--- src/rtl/qspi_read_engine.sv ---
module qspi_read_engine #(
  parameter int DIVW = 8
) (
  input  logic        clk,
  input  logic        rst_n,
  input  logic        cfg_we,
  input  logic [5:0]  cfg_addr,
  input  logic [31:0] cfg_wdata,
  input  logic        rd_req,
  input  logic [31:0] rd_addr,
  output logic        rd_wait,
  output logic        rd_valid,
  output logic [31:0] rd_data,
  output logic        sck,
  output logic        cs_n,
  output logic [3:0]  dq_out,
  output logic [3:0]  dq_oe,
  input  logic [3:0]  dq_in
);

  localparam logic [DIVW-1:0] ONE = DIVW'(1);

  typedef enum logic [2:0] {S_IDLE, S_SETUP, S_OP, S_ADDR, S_DUMMY, S_DATA, S_HOLD, S_FIN} st_t;

  st_t              st;
  logic             a4;
  logic [DIVW-1:0]  div_r, tcnt, dv;
  logic [3:0]       setup_r, hold_r, dmy_r, dcnt;
  logic [1:0]       pw_i, pw_a, pw_d, lg;
  logic [7:0]       rd_op, cmd_op;
  logic             cmd_pend, is_rd, in_sck, tick;
  logic [5:0]       cnt, op_cyc, ad_cyc, dt_cyc;
  logic [31:0]      sh, sh_nx, rx, rx_nx, addr_l;
  logic             cfg_unused;

  assign cfg_unused = ^cfg_wdata[31:12];

  function automatic logic [1:0] lgof(input logic [1:0] c);
    return (c == 2'd0) ? 2'd0 : (c == 2'd1) ? 2'd1 : 2'd2;
  endfunction

  always_ff @(posedge clk or negedge rst_n) begin
    if (!rst_n) begin
      a4 <= 1'b0; div_r <= ONE; setup_r <= '0; hold_r <= '0;
      pw_i <= 2'd0; pw_a <= 2'd2; pw_d <= 2'd2;
      rd_op <= 8'hEB; dmy_r <= 4'd10; cmd_op <= 8'h00;
    end else if (cfg_we) begin
      case (cfg_addr)
        6'h00: a4 <= cfg_wdata[8];
        6'h04: div_r <= cfg_wdata[DIVW-1:0];
        6'h08: begin setup_r <= cfg_wdata[3:0]; hold_r <= cfg_wdata[7:4]; end
        6'h10: begin pw_i <= cfg_wdata[1:0]; pw_a <= cfg_wdata[5:4]; pw_d <= cfg_wdata[9:8]; end
        6'h14: begin rd_op <= cfg_wdata[7:0]; dmy_r <= cfg_wdata[11:8]; end
        6'h1C: cmd_op <= cfg_wdata[7:0];
        default: ;
      endcase
    end
  end

  always_comb begin
    case (st)
      S_OP:    lg = lgof(pw_i);
      S_ADDR:  lg = lgof(pw_a);
      default: lg = lgof(pw_d);
    endcase
  end

  assign op_cyc = 6'd8 >> lgof(pw_i);
  assign ad_cyc = (a4 ? 6'd32 : 6'd24) >> lgof(pw_a);
  assign dt_cyc = 6'd32 >> lgof(pw_d);
  assign dv     = (div_r == '0) ? ONE : div_r;
  assign in_sck = (st == S_OP) || (st == S_ADDR) || (st == S_DUMMY) || (st == S_DATA);
  assign tick   = in_sck && (tcnt == dv - ONE);

  always_comb begin
    case (lg)
      2'd0: begin sh_nx = {sh[30:0], 1'b0};  rx_nx = {rx[30:0], dq_in[1]};   dq_out = {3'b0, sh[31]};    end
      2'd1: begin sh_nx = {sh[29:0], 2'b0};  rx_nx = {rx[29:0], dq_in[1:0]}; dq_out = {2'b0, sh[31:30]}; end
      default: begin sh_nx = {sh[27:0], 4'b0}; rx_nx = {rx[27:0], dq_in};  dq_out = sh[31:28];          end
    endcase
  end

  assign dq_oe    = (st == S_OP || st == S_ADDR) ? ((lg == 2'd0) ? 4'b0001 : (lg == 2'd1) ? 4'b0011 : 4'b1111) : 4'b0000;
  assign rd_valid = (st == S_FIN) && is_rd;
  assign rd_wait  = !rd_valid;
  assign rd_data  = {rx[7:0], rx[15:8], rx[23:16], rx[31:24]};

  always_ff @(posedge clk or negedge rst_n) begin
    if (!rst_n) begin
      st <= S_IDLE; cs_n <= 1'b1; sck <= 1'b0; tcnt <= '0; cnt <= '0; dcnt <= '0;
      sh <= '0; rx <= '0; addr_l <= '0; is_rd <= 1'b0; cmd_pend <= 1'b0;
    end else begin
      case (st)
        S_IDLE: if (cmd_pend || rd_req) begin
          is_rd  <= !cmd_pend;
          sh     <= {cmd_pend ? cmd_op : rd_op, 24'h0};
          if (!cmd_pend) addr_l <= rd_addr;
          cmd_pend <= 1'b0;
          cs_n <= 1'b0; sck <= 1'b0; tcnt <= '0; cnt <= op_cyc; dcnt <= setup_r;
          st   <= (setup_r != 4'd0) ? S_SETUP : S_OP;
        end
        S_SETUP: if (dcnt == 4'd1) st <= S_OP; else dcnt <= dcnt - 4'd1;
        S_HOLD:  if (dcnt == 4'd1) begin cs_n <= 1'b1; st <= S_FIN; end else dcnt <= dcnt - 4'd1;
        S_FIN:   st <= S_IDLE;
        default: if (!tick) tcnt <= tcnt + ONE;
        else begin
          tcnt <= '0;
          sck  <= ~sck;
          if (!sck) begin
            if (st == S_DATA) rx <= rx_nx;
          end else begin
            sh <= sh_nx;
            if (cnt != 6'd1) cnt <= cnt - 6'd1;
            else if (st == S_OP && is_rd) begin
              st <= S_ADDR; cnt <= ad_cyc;
              sh <= a4 ? addr_l : {addr_l[23:0], 8'h0};
            end else if (st == S_ADDR && dmy_r != 4'd0) begin
              st <= S_DUMMY; cnt <= {2'b0, dmy_r};
            end else if (st == S_ADDR || st == S_DUMMY) begin
              st <= S_DATA; cnt <= dt_cyc;
            end else if (hold_r != 4'd0) begin
              st <= S_HOLD; dcnt <= hold_r;
            end else begin
              st <= S_FIN; cs_n <= 1'b1;
            end
          end
        end
      endcase
      if (cfg_we && cfg_addr == 6'h20 && cfg_wdata[0]) cmd_pend <= 1'b1;
    end
  end


  idle_sck_chk: assert property (@(posedge clk) disable iff (!rst_n) cs_n |-> !sck);

  idle_release_chk: assert property (@(posedge clk) disable iff (!rst_n) cs_n |-> (dq_oe == 4'b0000));

  valid_cs_chk: assert property (@(posedge clk) disable iff (!rst_n) rd_valid |-> (cs_n && !rd_wait));

  valid_pulse_chk: assert property (@(posedge clk) disable iff (!rst_n) rd_valid |=> !rd_valid);

  mode0_chk: assert property (@(posedge clk) disable iff (!rst_n) $rose(sck) |-> ($stable(dq_out) && $stable(dq_oe)));

endmodule

--- config.mk ---
export PLATFORM = sky130hd
export DESIGN_NAME = qspi_read_engine
export DESIGN_NICKNAME = d
export VERILOG_FILES = /design/src/rtl/qspi_read_engine.sv
export SDC_FILE = /design/constraint.sdc
export NUM_CORES = 1
export LEC_CHECK = 0
export CAP_MARGIN = 10
export CORE_MARGIN = 1.5
export CORE_UTILIZATION = 55
export CTS_BUF_LIST = sky130_fd_sc_hd__clkbuf_8
export DETAILED_ROUTE_END_ITERATION = 10
export PLACE_DENSITY_LB_ADDON = 0.3
export REMOVE_ABC_BUFFERS = 1
export SYNTH_ARGS = -nofsm -noshare
export SYNTH_HDL_FRONTEND = slang
export SYNTH_SLANG_ARGS = --single-unit
--- constraint.sdc ---
create_clock -name clk -period 3.55 [get_ports clk]
set_input_delay 0.5325 -clock clk [delete_from_list [all_inputs] [get_ports clk]]
set_output_delay 0.5325 -clock clk [all_outputs]
set_load 0.03 [all_outputs]
# Yosys cells after proc, flatten, opt, wreduce, memory -nomap -nowiden
# Cells that the tools add are included.
[word_totals]
regBits = 164
in_bits = 78
elab_cells = 194
[classes]
addsub = 4
eq_ne = 34
shifts = 3
n_mux = 70
bitwise = 6
n_reduce_logical = 56
[op_table]
columns = ["op", "count"]
rows = [
  ["32-bit two-way mux", 6],
  ["32-bit one-hot mux with 2 select lines", 3],
  ["4-bit two-way mux", 12],
  ["6-bit two-way mux", 8],
  ["8-bit two-way mux", 4],
  ["3-bit two-way mux", 7],
  ["10-bit AND reduction", 2],
  ["6-bit by 5-bit equality test with 1-bit output (second input constant)", 3],
  ["2-bit two-way mux", 9],
  ["2-bit AND reduction", 9],
  ["8-bit one-hot mux with 2 select lines", 1],
  ["3-bit by 1-bit inequality test with 1-bit output (second input constant)", 5],
  ["3-bit nonzero test", 5],
  ["5-bit nonzero test", 3],
  ["1-bit two-way mux", 13],
  ["3-bit equality test (second input constant)", 4],
  ["3-bit by 2-bit inequality test with 1-bit output (second input constant)", 4],
  ["3-bit one-hot mux with 4 select lines", 1],
  ["4-bit one-hot mux with 3 select lines", 1],
  ["6-bit one-hot mux with 2 select lines", 1],
  ["4-bit nonzero test", 3],
  ["8-bit by 1-bit adder with 8-bit output (second input constant)", 1],
  ["2-bit by 1-bit equality test with 1-bit output (second input constant)", 4],
  ["8-bit equality test", 1],
  ["other kinds (35)", 63],
]

# Longest topological paths before layout
# Gate-level depths: netlist of run 1.
[depth]
word_depth = 11
ltp_mapped = 13

# Least setup slack after synthesis of run 1
# OpenSTA, ideal clock, no wires.
[synth_timing]
path_type = "reg2out"
startpoint = "register st[1]"
endpoint = "output dq_oe[1]"
arrival_time_ns = 2.540
t_required_ns = 3.017
setup_slack_ns = 0.477
path_stages_with_launch = 11
n_path_buf = 5
path_cell_list = "dfrtp_1 > clkbuf_1 > nand2b_1 > buf_2 > nor2_1 > a21o_1 > clkbuf_1 > nor2_1 > clkbuf_1 > clkbuf_1 > nor2_1"
[synth_between]
elab_chain_cells = 5
[synth_rtl]
columns = ["element", "line", "source"]
rows = [
  ["start: declaration", "25", "st_t st;"],
  ["start signal: assignment", "100", "st <= (setup_r != 4'd0) ? S_SETUP : S_OP;"],
  ["3-bit by 2-bit equality test with 1-bit output", "61, 83", ""],
  ["2-bit one-hot mux with 2 select lines", "61", "case (st)"],
  ["2-bit logical NOT", "83", "assign dq_oe = (st == S_OP || st == S_ADDR) ? ((lg == 2'd0) ? 4'b0001 : (lg == 2'd1) ? 4'b0011 : 4'b1111) : 4' ..."],
  ["4-bit two-way mux", "83", ""],
  ["4-bit two-way mux *", "83", ""],
  ["end: declaration", "17", "output logic [3:0] dq_oe,"],
]
# Every way passes the cells marked *; elsewhere a longest branch is shown, timed or not.

# Final worst setup path of run 1
[layout_timing]
startpoint = "register pw_a[1]"
endpoint = "output dq_out[0]"
[layout_between]
elab_chain_cells = 6
[layout_rtl]
columns = ["element", "line", "source"]
rows = [
  ["start: declaration", "29", "logic [1:0] pw_i, pw_a, pw_d, lg;"],
  ["start signal: assignment", "52", "6'h10: begin pw_i <= cfg_wdata[1:0]; pw_a <= cfg_wdata[5:4]; pw_d <= cfg_wdata[9:8]; end"],
  ["2-bit by 1-bit equality test with 1-bit output", "39", "return (c == 2'd0) ? 2'd0 : (c == 2'd1) ? 2'd1 : 2'd2;"],
  ["2-bit two-way mux", "39", ""],
  ["2-bit two-way mux *", "39", ""],
  ["2-bit one-hot mux with 2 select lines *", "61", ""],
  ["2-bit by 1-bit equality test with 1-bit output or 2-bit logical NOT (tied branches)", "76", "case (lg)"],
  ["4-bit one-hot mux with 2 select lines *", "76", ""],
  ["end: declaration", "16", "output logic [3:0] dq_out,"],
]
# Marks and branches as above.

==> results of run 1 <==
## stage by stage
step                      setup TNS [ps]  total power (uW)  hold WS, ps
after floorplan                   -49880              3180          237
after global placement                 0              3560          466
after detailed placement               0              3600          474
after CTS                              0              5000          153
after global routing                   0              5260          190
final                                  0              4990          112
## synthesized netlist by cell type, drive strengths merged, types with 3 or more instances
master | instances | area share
o21ai | 71 | 0.039
nor2b | 5 | 0.0034
inv | 15 | 0.0061
a21oi | 74 | 0.041
a22oi | 14 | 0.011
nand4 | 3 | 0.0027
o22ai | 9 | 0.0061
a31oi | 10 | 0.0068
a221o | 4 | 0.0043
a211oi | 7 | 0.0063
and2 | 6 | 0.0041
o21bai | 3 | 0.0024
clkbuf | 52 | 0.021
nor3b | 7 | 0.0057
o211ai | 19 | 0.015
o32a | 8 | 0.0087
or2 | 3 | 0.0020
o22a | 16 | 0.015
dfstp | 12 | 0.034
nand3b | 3 | 0.0024
nor2 | 37 | 0.015
nand3 | 13 | 0.0071
a221oi | 12 | 0.011
nor3 | 16 | 0.0087
o31ai | 8 | 0.0071
o2bb2ai | 8 | 0.0076
a22o | 55 | 0.052
and3 | 3 | 0.0020
o21a | 3 | 0.0024
buf | 17 | 0.011
o32ai | 5 | 0.0048
xor2 | 7 | 0.0067
nand2 | 69 | 0.028
mux2i | 35 | 0.038
mux2 | 76 | 0.093
dfrtp | 152 | 0.41
nor4 | 6 | 0.0048
ha | 9 | 0.012
xnor2 | 4 | 0.0038
nand2b | 12 | 0.0082
## cells in the final DEF, fill, tap and decap left out, types with 12 or more instances in the layout
cell,count
clkdlybuf4s50_1,96
a22oi_1,14
a21oi_1,73
nand3_1,13
a22o_1,55
mux2i_1,35
o211ai_1,19
dfstp_2,12
nand2b_1,12
nor3_1,13
nand2_1,69
dfrtp_1,152
o21ai_0,66
buf_4,27
clkbuf_8,21
a221oi_1,12
mux2_2,76
nor2_1,34
inv_1,16
o22a_1,16
## routing by layer
layer,up-vias,part of all wire,global-route usage
li1,3624,-,-
met1,3872,0.45,0.384
met2,278,0.47,0.419
met3,43,0.052,0.0419
met4,0,0.025,0.107
met5,-,0,0
## cell families after synthesis
family                   share of synthesized area
AND/OR/NAND/NOR                              0.101
flip-flops                                   0.447
adder cells (fa/ha/maj)                     0.0122
AO/OA/AOI/OAI                                0.260
XOR/XNOR                                    0.0105
buffers and inverters                       0.0379
multiplexers                                 0.131
## cell type report
cell class | instances | area (um2)
Fill cell | 1314 | 5640
Multi-Input combinational cell | 665 | 4770
Sequential cell | 164 | 4120
Timing Repair Buffer | 125 | 1190
Clock buffer | 21 | 289
Tap cell | 220 | 275
Clock inverter | 11 | 123
Inverter | 15 | 56.3
## state kept, by name (all words and copies together) (netlist names), 2 cells and up
register,count
dcnt,4
addr_l,32
setup_r,4
dmy_r,4
hold_r,4
sh,32
pw_a,2
div_r,8
rd_op,8
rx,32
pw_d,2
cmd_op,8
st,3
cnt,6
pw_i,2
tcnt,8
## power breakdown
part	internal, uW	total (uW)	switching (uW)
registers	2060	2280	221
clock network	703	1410	711
logic	616	1300	680
## worst min path at each step
stage,to,depth (start not counted)
detailed placement,tcnt[7]$_DFFE_PN0P_,1
finish,rx[11]$_DFFE_PN0P_,1
global placement,rx[31]$_DFFE_PN0P_,2
CTS,rx[10]$_DFFE_PN0P_,1
floorplan,a4$_DFFE_PN0P_,0
global route,rx[10]$_DFFE_PN0P_,1
==> impl_results.md, run 1 <==
* Remaining global-route overflow at 0
* CTS H-tree lvls at 4
* Number of port buffers at a little over 100
* Reg-to-reg endpoint: sh[31]$_DFFE_PN0P_
* Total track usage at 0.271
* Cell family with most CP delay: buffers and inverters
* Ant. Diodes at 0
* # DRC at 0
* Reg2reg start: div_r[4]$_DFFE_PN0P_
* Die ar. at about 18000 um2
* Critical path depth at 6
* Dpl hpwl at approximately 16 mm
* Synthesis Warnings at 0
* Fin cells at around 1200
* CTS Hold Bufs at 0
* Leak at 0.00469 uW
* Post-detailed-route count of antenna-violating nets at 0
* Worst Setup EP: dq_out[0]
* Synthesized area at about 9000 um2
* Via/cell ratio at 6.40
* CP max-delay cell: clkdlybuf4s50_1
* Count of final hold-check violations at 0
* Crit path from: pw_a[1]$_DFFE_PN1P_
* Number of flops mapped to enable cells by yosys at 0
* Cell count after synthesis at 913
* Nets at roughly 1100
* Initial antenna violation count at 0
* Setup ws final at 292 ps
* Critical Path End Type: output pin
* Avg Cell Area, Syn at roughly 10 um2
* Cell Pwr Density at 461 nW/um2
* Vias in the first global route at ~7500
* Post-CTS resize count at 0
* First drt pass iteration count at 6
* Dpl cells at ~1200
* Fin crit period at approximately 3300 ps
* Area grow syn2layout at 17.6%
* Rel. slew slack at 0.350
* Reg2Reg Setup Slack at 350 ps
* First-pass GRT wire length at about 38 mm
* I/O pin total at about 120
* Setup WS pre-CTS at between 200 and 300 ps
* Worst-Margin Slew at roughly 1000 ps
* Yosys reg bits at roughly 160
* Wire per inst at about 19 um
* Largest net degree at the start of global routing at 90
* Final Cycle Share at 0.918
* CTS Buffer Depth at 2
* RSZ-0062 raised after global routing: false
* Req. time, crit path at roughly 3000 ps
* Die height at between 100 and 150 um
* Violation count after the first detailed-route iteration at 839
* Max Cap Violations at 0
* Post-synthesis sequential area ratio at 0.447
* Util after Layout at 0.658
* Total Routed Length at approximately 23 mm
* Worst-path cell chain: mux2i_1 -> nor2_1 -> a21o_1 -> a22oi_1 -> nand2_1 -> clkdlybuf4s50_1
* Clk_lat worst skew at about 470 ps
* Via count at 7817
* Worst Setup Start Kind: flip-flop
* Synth Flop Type: dfrtp_1
* Layout cells sized above 1 at 0.169
* CP arrival at ~2700 ps
* Final setup fails at 0
* Fin area at around 11000 um2
* R2r worst-path depth at 11
* Clock tree sinks at around 160
* Crit Path Category: flip-flop to output pin
* Die W at about 130 um
* Post-synth ARST share at 1.00
* Crit path buf inv count at 1
* Placed Instance Area at between 10000 and 15000 um2
* CP max stage delay at between 600 and 700 ps
* Synth cell types at a little under 70
* Worst hold path class: input pin to asynchronous set/reset pin
* Max Freq at roughly 300 MHz
* RD Place Congestion at a little over 0.9
* CORE AREA at 16500 um2
* Status: completed
* Max Transition Viols Final at 0
* Total CTS buffers at 17
* VDD IR max at 0.273 mV
* Clock Skew at 10.5 ps
* Initial core utilization at 0.559
* # rows at 47
* Clk slew on worst S/H paths at approximately 90 ps
* Setup Buffers After CTS at 0
* Max Fanout on Critical Path at 9
* CTS tree: yes
* Root Buffer: clkbuf_8
No activity file was read; power rests on OpenSTA's default activity.
==> inputs of run 2 (changes only) <==
--- a/config.mk
+++ b/config.mk
@@ -5,6 +5,7 @@
 export SDC_FILE = /design/constraint.sdc
 export NUM_CORES = 1
 export LEC_CHECK = 0
+export ABC_AREA = 1
 export CAP_MARGIN = 10
 export CORE_MARGIN = 1.5
 export CORE_UTILIZATION = 55
@@ -12,6 +13,8 @@
 export DETAILED_ROUTE_END_ITERATION = 10
 export PLACE_DENSITY_LB_ADDON = 0.3
 export REMOVE_ABC_BUFFERS = 1
+export SKIP_LAST_GASP = 1
 export SYNTH_ARGS = -nofsm -noshare
 export SYNTH_HDL_FRONTEND = slang
 export SYNTH_SLANG_ARGS = --single-unit
+export TNS_END_PERCENT = 50
==> impl_results.md, run 2 <==
* Status: completed
* Synth cell types at 44
* RSZ-0062 raised after global routing: false
* Yosys reg bits at around 160
* Root Buffer: clkbuf_8
* Layout cells sized above 1 at 0.0694
* Max Fanout on Critical Path at 6
* Synthesized area at approximately 9500 um2
* Number of port buffers at a little over 100
* Top-count cell post-synth: nand2_1
* Die W at ~130 um
* Worst hold path class: input pin to asynchronous set/reset pin
* First drt pass iteration count at 6
* Top cell type's share of synthesized area at 0.401
* # DRC at 0
* Worst Setup Start Kind: flip-flop
* Final setup fails at 0
* Total CTS buffers at 17
* RD Place Congestion at between 0.9 and 1
* Synth Flop Type: dfrtp_1
* Synth top cells by count: nand2_1, dfrtp_1, inv_1
* Post-synth top area cell: dfrtp_1
* Via/cell ratio at ~5.5
* CTS tree: yes
* CTS H-tree lvls at 4
* Largest registers: addr_l: 32 flops, rx: 32 flops, sh: 32 flops
* Wire per inst at between 10 and 15 um
* Post-detailed-route count of antenna-violating nets at 0
* Remaining global-route overflow at 0
* Area grow syn2layout at 16.4%
* Clk slew on worst S/H paths at 90 ps
* Crit Path Category: flip-flop to output pin
* Via count at 8957
* Final Cycle Share at 0.904
* Setup Buffers After CTS at 0
* Fin crit period at ~3200 ps
* Req. time, crit path at between 3000 and 4000 ps
* Die height at ~130 um
* Number of flops mapped to enable cells by yosys at 0
* Critical Path End Type: output pin
* CORE AREA at 16700 um2
* Total track usage at 0.272
* Most common cell after layout, fill and taps aside: nand2_1
* Max Cap Violations at 0
* Nets at approximately 1500
* Rel. slew slack at 0.415
* Cell count after synthesis at between 1000 and 1500
* Cell Pwr Density at between 700 and 800 nW/um2
* Busiest grt layer: met2
* Worst hold slack at 52.6 ps
* Largest net degree at the start of global routing at between 70 and 80
* Max Freq at just over 300 MHz
* Vias in the first global route at between 7000 and 8000
* Post-synth ARST share at 1.00
* Synthesis Warnings at 0
* Util after Layout at 0.660
* Ant. Diodes at 0
* M3 GR Usage at 0.0416
* Filler cells at around 1500
* Initial antenna violation count at 0
* Top post-synthesis cells by area: dfrtp_1, nand2_1, inv_1, nand3_1, o21ai_0
* Leak at 0.00528 uW
* Clk_lat worst skew at 470 ps
* Worst-Margin Slew at between 800 and 900 ps
* GR Layer Usage met1 at 0.400
* Avg Cell Area, Syn at ~7.2 um2
* Post-synthesis sequential area ratio at 0.435
* # rows at 47
* Violation count after the first detailed-route iteration at 839
* Total Routed Length at around 24 mm
* CTS Hold Bufs at 0
* Clock tree sinks at 164
* CP arrival at 2680 ps
* Die ar. at ~18000 um2
* Count of final hold-check violations at 0
* Clock Skew at between 10 and 15 ps
* Post-CTS resize count at 0
* I/O pin total at around 120
* Most frequent cells in the layout: nand2_1, dfrtp_1, inv_1, nor2_1, clkdlybuf4s50_1
* Initial core utilization at 0.567
* Dpl hpwl at between 15 and 20 mm
* GR Util met2 at 0.415
* VDD IR max at between 0.4 and 0.5 mV
* First-pass GRT wire length at a little under 40 mm
* Max Transition Viols Final at 0
* CTS Buffer Depth at 2
## run 2: changes by cell type in the layout (fill, tap and decap cells not counted), sizes merged, moves of 12 or more
cell / before / now
inv: 19 / 152
nand2: 69 / 392
o22a: 16 / 0
nand3: 13 / 100
mux2: 76 / 2
o21ai: 71 / 115
a22o: 55 / 0
mux2i: 35 / 1
a221oi: 12 / 0
nand2b: 12 / 0
nor2: 37 / 113
## run 2: logic make-up after synthesis
logic type,Yosys count,synth area share
flops,164,0.435
simple gates,649,0.288
fa+ha+maj,9,0.0119
compound gates,260,0.157
buf+inv,216,0.0937
xor+xnor,12,0.0111
mux,3,0.00343
## run 2: worst paths after layout
check,cells after the start,startpoint,slack (ps),to
max in group asynchronous,2,rst_n,2490,dmy_r[1]$_DFFE_PN1P_
min in group clk,2,addr_l[25]$_DFFE_PN0P_,480,addr_l[25]$_DFFE_PN0P_
setup reg to reg,16,div_r[3]$_DFFE_PN0P_,430,sh[26]$_DFFE_PN0P_
setup / recovery,8,st[2]$_DFFE_PN0P_,340,dq_out[2]
hold / removal,1,rst_n,50,rx[18]$_DFFE_PN0P_
hold reg to reg,2,addr_l[25]$_DFFE_PN0P_,480,addr_l[25]$_DFFE_PN0P_
## run 2: critical path, cell delays in order, from the launching register on
cell and delay [ps]:
dfrtp_1 430, inv_1 180, nand3_2 170, inv_1 140, nand2_1 110, nand3_4 150, inv_1 100, nor2_1 220
clkdlybuf4s50_1 720
## run 2: metal layers
metal / wire, um / share of wire
met1: 11000 / 0.46
met2: 10800 / 0.45
met3: 1620 / 0.068
met4: 429 / 0.018
met5: 0 / 0
## run 2: metrics by stage
stage	instances	setup WS (ps)	TNS (ps)	cell area, um2	power, uW
floorplan	1247	-69.4	-489	9150	5530
global placement	1585	647	0	10600	6630
detailed placement	1585	516	0	10600	6740
CTS	1617	355	0	11000	8320
global route	1617	204	0	11000	8990
finish	1617	341	0	11000	8310
## run 2: final cells by class
type                       count  area [um2]  area share
clock inverter                13         195      0.0177
multi-input combinational    933        4470       0.405
inverter                     150         563      0.0510
timing repair buffer         118        1150       0.104
sequential                   164        4120       0.373
tap                          220         275      0.0250
clock buffer                  19         262      0.0237
## run 2: power by group
part / internal (uW) / switching, uW
Sequential: 2380 / 379
Clock: 815 / 732
Combinational: 1300 / 2710
==> inputs of run 3 (changes only) <==
--- a/config.mk
+++ b/config.mk
@@ -7,9 +7,10 @@
 export LEC_CHECK = 0
 export ABC_AREA = 1
 export CAP_MARGIN = 10
+export CORE_ASPECT_RATIO = 1.5
 export CORE_MARGIN = 1.5
 export CORE_UTILIZATION = 55
-export CTS_BUF_LIST = sky130_fd_sc_hd__clkbuf_8
+export CTS_BUF_LIST = sky130_fd_sc_hd__clkbuf_2 sky130_fd_sc_hd__clkbuf_4 sky130_fd_sc_hd__clkbuf_8
 export DETAILED_ROUTE_END_ITERATION = 10
 export PLACE_DENSITY_LB_ADDON = 0.3
 export REMOVE_ABC_BUFFERS = 1
==> impl_results.md, run 3 (same netlist as run 2, synthesis figures left out) <==
* Via/cell ratio at ~5.6
* Root Buffer: clkbuf_8
* Crit path buf inv count at 1
* Dpl hpwl at 16.9 mm
* Reg2reg start: div_r[3]$_DFFE_PN0P_
* Layout cells sized above 1 at 0.0694
* CP max stage delay at roughly 450 ps
* Leak at between 0.005 and 0.006 uW
* Critical Path End Type: flip-flop
* Die W at around 110 um
* Crit Path Category: flip-flop to flip-flop
* Setup ws final at between 300 and 400 ps
* Rel. slew slack at 0.493
* CTS H-tree lvls at 4
* Max Transition Viols Final at 0
* Setup Buffers After CTS at 0
* Req. time, crit path at a little under 4000 ps
* Reg-to-reg endpoint: sh[20]$_DFFE_PN0P_
* Worst-path cell chain: nor2_1 -> nand2_1 -> nor2_1 -> nor2_4 -> ha_1 -> xor2_1 -> nand2_1 -> nor2_1 -> nand3_1 -> nor2_2 -> nand3_1 -> nand2_2 -> nand2_2 -> buf_4 -> nand2_1 -> o21ai_0
* Total CTS buffers at 17
* Reg2Reg Setup Slack at 340 ps
* Clock tree sinks at around 160
* Fin crit period at roughly 3200 ps
* Remaining global-route overflow at 0
* Largest registers: addr_l: 32 flops, rx: 32 flops, sh: 32 flops
* R2r worst-path depth at 16
* Cell Pwr Density at 746 nW/um2
* Status: completed
* Met2 Wirelength at between 10 and 15 mm
* Number of port buffers at approximately 100
* CTS tree: yes
* Area of the multi-input gates at 4470 um2
* CP max-delay cell: dfrtp_1
* Count of final hold-check violations at 0
* Fin cells at roughly 1600
* Nets at 1471
* Dpl cells at ~1600
* Post-detailed-route count of antenna-violating nets at 0
* Total Routed Length at around 24 mm
* FF+latch area at ~4000 um2
* Final Cycle Share at 0.903
* Initial core utilization at 0.563
* Most common cell after layout, fill and taps aside: nand2_1
* Util after Layout at 0.651
* VDD IR max at 0.385 mV
* Largest net degree at the start of global routing at about 80
* CTS Buffer Depth at 2
* Final setup fails at 0
* Worst-Margin Slew at around 760 ps
* Most frequent cells in the layout: nand2_1, dfrtp_1, inv_1, nor2_1, clkdlybuf4s50_1
* Max Fanout on Critical Path at 55
* Die height at approximately 160 um
* Post-CTS resize count at 0
* Clk_lat worst skew at ~470 ps
* # DRC at 0
* Max Freq at 312 MHz
* CP arrival at ~3500 ps
* WL met3 at around 1.5 mm
* I/O pin total at 122
* Max Cap Violations at 0
* Worst Setup Start Kind: flip-flop
* Initial antenna violation count at 0
* RD Place Congestion at around 0.87
* First drt pass iteration count at 5
* Cell family with most CP delay: simple AND/OR/NAND/NOR gates
* CORE AREA at about 17000 um2
* Clk slew on worst S/H paths at roughly 100 ps
* # rows at 58
* Clock Skew at 14.9 ps
* Filler cells at 1470
* Violation count after the first detailed-route iteration at ~710
* Worst hold path class: input pin to asynchronous set/reset pin
* Area grow syn2layout at 15.7%
* Final Power at approximately 8000 uW
* First-pass GRT wire length at about 40 mm
* Setup TNS at 0 ps
* Total track usage at 0.282
* Via count at between 9000 and 10000
* Ant. Diodes at 0
* RSZ-0062 raised after global routing: false
* CTS Hold Bufs at 0
* Uppermost routed layer: met4
* Wl on met1 at between 9 and 10 mm
* Wire per inst at 15.0 um
* Die ar. at 18000 um2
* Vias in the first global route at ~8400
* Setup WS pre-CTS at between 400 and 500 ps
==> run 3: changes by cell type in the layout (fill, tap and decap cells not counted), sizes merged <==
cell,change
inv,+1
clkinv,+1
bufinv,-2
==> run 3: worst max path at each step <==
stage                                     from                  to  slack [ps]  depth (start not counted)
after detailed placement  div_r[3]$_DFFE_PN0P_  sh[20]$_DFFE_PN0P_         480                         16
after global routing      div_r[2]$_DFFE_PN0P_  sh[20]$_DFFE_PN0P_          40                         16
after CTS                 div_r[3]$_DFFE_PN0P_  sh[20]$_DFFE_PN0P_         370                         16
final                     div_r[3]$_DFFE_PN0P_  sh[20]$_DFFE_PN0P_         340                         16
after global placement    div_r[2]$_DFFE_PN0P_  sh[19]$_DFFE_PN0P_         570                         16
after floorplan           div_r[2]$_DFFE_PN0P_  rx[13]$_DFFE_PN0P_         -70                         14
==> run 3: through the flow <==
| step | cell area, um2 | hold WS [ps] |
|---|---|---|
| after detailed placement | 10600 | 459 |
| after CTS | 11000 | 106 |
| final | 11000 | 57.9 |
| after floorplan | 9150 | 237 |
| after global routing | 11000 | 91.9 |
| after global placement | 10600 | 457 |
==> run 3: final cells by class <==
class	instances	area share
sequential	164	0.376
timing repair buffer	118	0.105
inverter	150	0.0513
clock inverter	13	0.0132
tap	210	0.0240
multi-input combinational	933	0.407
clock buffer	19	0.0238
==> run 3: worst reg2reg max path, cell delays in order, from the launching register on <==
cell and delay (ps):
dfrtp_1 450, nor2_1 140, nand2_1 140, nor2_1 190, nor2_4 70, ha_1 310
xor2_1 200, nand2_1 80, nor2_1 100, nand3_1 90, nor2_2 150, nand3_1 110
nand2_2 290, nand2_2 110, buf_4 320, nand2_1 180, o21ai_0 120
==> run 3: where the power goes <==
part	internal [uW]	switching (uW)	leakage, uW
clock	671	739	0.000200
combinational	1300	2690	0.00298
sequential	2380	398	0.00207
total	4360	3830	0.00525
==> run 3: metal layers <==
metal | track usage | vias up
met5 | 0 | -
met4 | 0.142 | 0
met3 | 0.0520 | 79
met2 | 0.465 | 369
met1 | 0.351 | 4176
li1 | - | 4414
